## src/rtl/gpio_pkg.sv

```systemverilog
package gpio_pkg;
  localparam int unsigned ADDR_W = 3;

  typedef enum logic [ADDR_W-1:0] {
    ADDR_DATA  = 3'd0,
    ADDR_INPUT = 3'd1,
    ADDR_DIR   = 3'd2,
    ADDR_PULL  = 3'd3,
    ADDR_RDRV  = 3'd4
  } reg_addr_e;
endpackage

```

## src/rtl/gpio_sync.sv

```systemverilog
module gpio_sync #(
  parameter int unsigned WIDTH  = 8,
  parameter int unsigned STAGES = 2
) (
  input  logic             clk_i,
  input  logic             rst_ni,
  input  logic [WIDTH-1:0] d_i,
  output logic [WIDTH-1:0] q_o
);
  logic [WIDTH-1:0] stg_q [STAGES];

  always_ff @(posedge clk_i or negedge rst_ni) begin
    if (!rst_ni) begin
      for (int i = 0; i < STAGES; i++) stg_q[i] <= '0;
    end else begin
      stg_q[0] <= d_i;
      for (int i = 1; i < STAGES; i++) stg_q[i] <= stg_q[i-1];
    end
  end

  assign q_o = stg_q[STAGES-1];
endmodule

```

## src/rtl/gpio_cfg_regs.sv

```systemverilog
module gpio_cfg_regs
  import gpio_pkg::*;
#(
  parameter int unsigned WIDTH = 8
) (
  input  logic              clk_i,
  input  logic              rst_ni,
  input  logic [ADDR_W-1:0] addr_i,
  input  logic              we_i,
  input  logic [WIDTH-1:0]  wdata_i,
  input  logic [WIDTH-1:0]  pin_sync_i,
  output logic [WIDTH-1:0]  data_o,
  output logic [WIDTH-1:0]  dir_o,
  output logic [WIDTH-1:0]  pull_o,
  output logic [WIDTH-1:0]  rdrv_o,
  output logic [WIDTH-1:0]  rdata_o
);
  logic [WIDTH-1:0] data_q, dir_q, pull_q, rdrv_q;

  always_ff @(posedge clk_i or negedge rst_ni) begin
    if (!rst_ni) begin
      data_q <= '0;
      dir_q  <= '0;
      pull_q <= '0;
      rdrv_q <= '0;
    end else if (we_i) begin
      case (addr_i)
        ADDR_DATA: data_q <= wdata_i;
        ADDR_DIR:  dir_q  <= wdata_i;
        ADDR_PULL: pull_q <= wdata_i;
        ADDR_RDRV: rdrv_q <= wdata_i;
        default: ;  // input register and holes are not writable
      endcase
    end
  end

  // direction bit picks the data read source, independent of ownership
  always_comb begin
    case (addr_i)
      ADDR_DATA:  rdata_o = (data_q & dir_q) | (pin_sync_i & ~dir_q);
      ADDR_INPUT: rdata_o = pin_sync_i;
      ADDR_DIR:   rdata_o = dir_q;
      ADDR_PULL:  rdata_o = pull_q;
      ADDR_RDRV:  rdata_o = rdrv_q;
      default:    rdata_o = '0;
    endcase
  end

  assign data_o = data_q;
  assign dir_o  = dir_q;
  assign pull_o = pull_q;
  assign rdrv_o = rdrv_q;
endmodule

```

## src/rtl/gpio_pad_mux.sv

```systemverilog
module gpio_pad_mux #(
  parameter int unsigned WIDTH = 8
) (
  input  logic [WIDTH-1:0] data_i,
  input  logic [WIDTH-1:0] dir_i,
  input  logic [WIDTH-1:0] pull_i,
  input  logic [WIDTH-1:0] rdrv_i,
  input  logic [WIDTH-1:0] own_i,
  input  logic [WIDTH-1:0] p_out_i,
  input  logic [WIDTH-1:0] p_oe_i,
  output logic [WIDTH-1:0] out_o,
  output logic [WIDTH-1:0] oe_o,
  output logic [WIDTH-1:0] pull_o,
  output logic [WIDTH-1:0] rdrv_o
);
  for (genvar b = 0; b < WIDTH; b++) begin : g_bit
    logic drv;
    assign drv       = own_i[b] ? p_oe_i[b] : dir_i[b];
    assign out_o[b]  = own_i[b] ? p_out_i[b] : data_i[b];
    assign oe_o[b]   = drv;
    assign pull_o[b] = pull_i[b] & ~drv;
    assign rdrv_o[b] = rdrv_i[b] & drv;
  end
endmodule

```

## src/rtl/gpio_port.sv

```systemverilog
module gpio_port
  import gpio_pkg::*;
#(
  parameter int unsigned WIDTH       = 8,
  parameter int unsigned SYNC_STAGES = 2
) (
  input  logic              clk_i,
  input  logic              rst_ni,
  input  logic [ADDR_W-1:0] addr_i,
  input  logic              we_i,
  input  logic [WIDTH-1:0]  wdata_i,
  output logic [WIDTH-1:0]  rdata_o,
  input  logic [WIDTH-1:0]  periph_own_i,
  input  logic [WIDTH-1:0]  periph_out_i,
  input  logic [WIDTH-1:0]  periph_oe_i,
  input  logic [WIDTH-1:0]  pin_i,
  output logic [WIDTH-1:0]  pad_out_o,
  output logic [WIDTH-1:0]  pad_oe_o,
  output logic [WIDTH-1:0]  pad_pull_o,
  output logic [WIDTH-1:0]  pad_rdrv_o
);
  logic [WIDTH-1:0] pin_sync, data_q, dir_q, pull_q, rdrv_q;

  gpio_sync #(.WIDTH(WIDTH), .STAGES(SYNC_STAGES)) i_sync (
    .clk_i (clk_i),
    .rst_ni(rst_ni),
    .d_i   (pin_i),
    .q_o   (pin_sync)
  );

  gpio_cfg_regs #(.WIDTH(WIDTH)) i_regs (
    .clk_i     (clk_i),
    .rst_ni    (rst_ni),
    .addr_i    (addr_i),
    .we_i      (we_i),
    .wdata_i   (wdata_i),
    .pin_sync_i(pin_sync),
    .data_o    (data_q),
    .dir_o     (dir_q),
    .pull_o    (pull_q),
    .rdrv_o    (rdrv_q),
    .rdata_o   (rdata_o)
  );

  gpio_pad_mux #(.WIDTH(WIDTH)) i_pad (
    .data_i (data_q),
    .dir_i  (dir_q),
    .pull_i (pull_q),
    .rdrv_i (rdrv_q),
    .own_i  (periph_own_i),
    .p_out_i(periph_out_i),
    .p_oe_i (periph_oe_i),
    .out_o  (pad_out_o),
    .oe_o   (pad_oe_o),
    .pull_o (pad_pull_o),
    .rdrv_o (pad_rdrv_o)
  );
endmodule

```

## config.mk

```make
export PLATFORM = sky130hd
export DESIGN_NAME = gpio_port
export DESIGN_NICKNAME = d
export VERILOG_FILES = /design/src/rtl/gpio_pkg.sv /design/src/rtl/gpio_sync.sv /design/src/rtl/gpio_cfg_regs.sv /design/src/rtl/gpio_pad_mux.sv /design/src/rtl/gpio_port.sv
export SDC_FILE = /design/constraint.sdc
export NUM_CORES = 1
export LEC_CHECK = 0
export BUFFER_PORTS_ARGS = -buffer_cell sky130_fd_sc_hd__buf_2
export CAP_MARGIN = 20
export CORE_MARGIN = 2
export CORE_UTILIZATION = 53
export DETAILED_ROUTE_END_ITERATION = 7
export MAX_ROUTING_LAYER = met4
export PLACE_DENSITY = 0.85
export SYNTH_ARGS = -nofsm -noshare
export SYNTH_HDL_FRONTEND = slang
export SYNTH_SLANG_ARGS = --single-unit
export TNS_END_PERCENT = 20
```

## constraint.sdc

```tcl
create_clock -name clk_i -period 3 [get_ports clk_i]
set_input_delay 0.45 -clock clk_i [delete_from_list [all_inputs] [get_ports clk_i]]
set_output_delay 0.45 -clock clk_i [all_outputs]
set_load 0.02 [all_outputs]
```

==> summary.txt <==
Worst setup path
  – CP Max Fanout: 25
  – Worst Path Required: 2.55 ns
  – Slowest cell on crit path: or3_4
  – Crit path DAT: 1.56 ns
  – Critical Path End Type: output pin
  – Startpoint type of the worst setup path: input pin
  – CP max stage delay: 0.43 ns
  – Crit Path Category: in2out
  – Worst Path Buf+Inv: 2
  – Crit-path most repeated cell: buf_2
  – Top delay family on crit path: buffers and inverters
  – Critical Path, Cell by Cell: buf_2 -> or3_4 -> o221ai_1 -> buf_2

Floorplan
  – # IOs: 86
  – Height of the die: 70.6 µm
  – Initial Util: 0.544
  – Die X: 70.6 µm
  – Rows: 24
  – Die area: 4980 µm²
  – Core ar.: 4320 µm²

Placed design
  – DP Area: 2750 µm²
  – Placed insts: 315
  – Routability cong.: 0.785
  – Final HPWL DP: 3500 µm
  – # port buffers: 85

Clock tree
  – TritonCTS Sinks: 48
  – # resized after CTS: 0
  – Post-CTS Setup Bufs: 0
  – CTS tree: done
  – CTS buffer count: 5
  – Longest Clk Path Bufs: 2
  – Worst-path clk slew: 0.09 ns
  – Hold Buf Count CTS: 0
  – H-tree levels: 2
  – Clk_lat worst skew: 0.30 ns
  – CTS root buffer: clkbuf_8

Status
  – Status: finished, violations left
  – Failing checks: hold timing

Layout
  – Multi-input gate area: 1030 µm²
  – Finished Layout Cells: 324
  – Fin nets: 317
  – Cell area after layout: 2880 µm²
  – ANT cells: 0
  – Register Area: 1200 µm²
  – Fraction of layout cells with a size suffix above 1: 0.485
  – Layout filler cell count: 349
  – Final core occ: 0.666
  – Area grow syn2layout: 22.5%

Timing
  – FMAX: 0.498 GHz
  – Final hold violation count: 4
  – Crit path time final: 2.01 ns
  – RSZ-0062 raised after global routing: false
  – Worst Max-Slew Pin Slew: 0.438 ns
  – Hold_ws: -0.00318 ns
  – Total Neg Setup Slack: 0 ns
  – Slew Limit Fails: 0
  – Rel. slew slack: 0.708
  – Final Skew: 0.00209 ns
  – Tcrit/Tclk final: 0.670
  – Final count of negative-setup-slack endpoints: 0

GRT
  – Vias in the first global route: 1,680
  – Global Route Usage Sum: 0.212
  – Global-route wire length before repair: 8020 µm
  – Pin count of the biggest net entering global routing: 49
  – Initial antenna violation count: 0
  – Grt ovf: 0

Drt
  – # DRC: 0
  – Vias: 1,718
  – Metal-1 WL: 2060 µm
  – Routed wire length per instance: 15.0 µm
  – Total Wirelength: 4870 µm
  – WL met2: 2420 µm
  – DRT iter0 DRCs: 58
  – Vias per cell: 5.30
  – Met3 WL: 310 µm
  – Post-route ant nets: 0
  – 1st-pass router iterations: 4
  – DR top layer: met4

Run
  – Max Cap Viol: 0

Logic synthesis
  – Area share of the largest cell type after synthesis: 0.511
  – Leading area contributor after synthesis: dfrtp_1
  – Most frequent cell after synthesis: dfrtp_1
  – Post-synthesis area per instance: 12.3 µm²
  – Asr flop ratio synth: 1.00
  – Primary FF master, synth: dfrtp_1
  – Cell Area, Synth: 2350 µm²
  – Commonest cells in the netlist: dfrtp_1 (48), mux2_2 (34), o21ai_0 (12), nor2b_1 (11)
  – Library cells used by synthesis: 23
  – Syn Inst Count: 191
  – Ranking of synthesized cells by area: dfrtp_1 (51%), mux2_2 (16%), mux2i_1 (4.3%), mux2_1 (3.8%), buf_4 (3.2%)
  – Ys Warns: 0
  – EDFF count, synth: 0
  – Mapped Nets: 237
  – Register area share after synthesis: 0.511
  – #FFs+latches synth: 48

Min path
  – Min-Delay Path Class: in2async

Pwr
  – PD cells: 620 nW/µm²
  – Static leakage: 1.44 nW
  – Worst vdd ir: 401 µV
==> stage by stage <==
step / total power [mW] / setup slack [ns] / hold WS (ns)
3_3_place_gp: 1.33 / 0.931 / 0.332
6_report: 1.79 / 0.991 / -0.00318
4_1_cts: 1.80 / 1.01 / 0.238
5_1_grt: 1.89 / 0.903 / 0.00114
2_1_floorplan: 1.18 / 1.11 / 0.154
3_5_place_dp: 1.34 / 0.903 / 0.335
==> routing by layer <==
layer | vias up | global-route usage
met5 | - | -
met4 | 0 | 0.0650
met3 | 9 | 0.0484
met2 | 58 | 0.332
met1 | 824 | 0.281
li1 | 827 | -
==> cell families (layout without fill, tap and decap cells) <==
kind of cell | after synthesis | count (layout) | synth area share
mux | 52 | 52 | 0.244
flops | 48 | 48 | 0.511
simple gates | 41 | 41 | 0.115
compound gates | 28 | 28 | 0.0777
buf+inv | 22 | 103 | 0.0522
==> worst paths after layout <==
| path | to | startpoint | cells after the start | slack, ns |
|---|---|---|---|---|
| min | i_regs.rdrv_o[4]$_DFFE_PN0P_ | rst_ni | 1 | -0.003 |
| max | rdata_o[5] | addr_i[1] | 4 | 0.99 |
| min in group clk_i | i_sync.stg_q[15]$_DFF_PN0_ | pin_i[7] | 1 | 0.25 |
| max in group asynchronous | i_regs.data_o[2]$_DFFE_PN0P_ | rst_ni | 2 | 2.53 |
| max reg2reg | i_regs.rdrv_o[0]$_DFFE_PN0P_ | i_regs.rdrv_o[0]$_DFFE_PN0P_ | 1 | 2.17 |
| min reg2reg | i_sync.q_o[7]$_DFF_PN0_ | i_sync.stg_q[15]$_DFF_PN0_ | 0 | 0.35 |
==> flip-flops by register name, summed over array words and instances (netlist names) <==
| name | flops |
|---|---|
| i_regs.data_o | 8 |
| i_regs.pull_o | 8 |
| i_regs.dir_o | 8 |
| i_sync.q_o | 8 |
| i_sync.stg_q | 8 |
| i_regs.rdrv_o | 8 |
==> placed cells by master (no fill, tap or decap) <==
cell type  instances
a21oi_1            6
a221o_1            6
a22oi_1            2
and2_1             9
and3_1             1
buf_12             1
buf_2             85
bufinv_16          1
clkbuf_1           1
clkbuf_8           5
clkinv_2           1
dfrtp_1           48
inv_1              9
mux2_1             8
mux2_2            34
mux2i_1           10
nand2_1            8
nand2b_1           7
nand3_2            1
nor2_2             1
nor2_8             1
nor2b_1           11
nor3b_4            1
o21ai_0           12
o221ai_1           2
or3_4              1
==> area by class of cell <==
type,instances,area share
Clock buffer,6,0.0252
Clock inverter,2,0.0122
Inverter,9,0.0117
Multi-Input combinational cell,121,0.357
Sequential cell,48,0.417
Tap cell,52,0.0226
Timing Repair Buffer,86,0.155
==> power by group <==
part / switching [mW] / total, mW / internal [mW] / leakage [nW]
clock network: 0.209 / 0.457 / 0.247 / 0.0552
logic: 0.265 / 0.497 / 0.232 / 0.811
registers: 0.0803 / 0.833 / 0.753 / 0.570
Note: power is estimated with default switching activity, not from simulation.
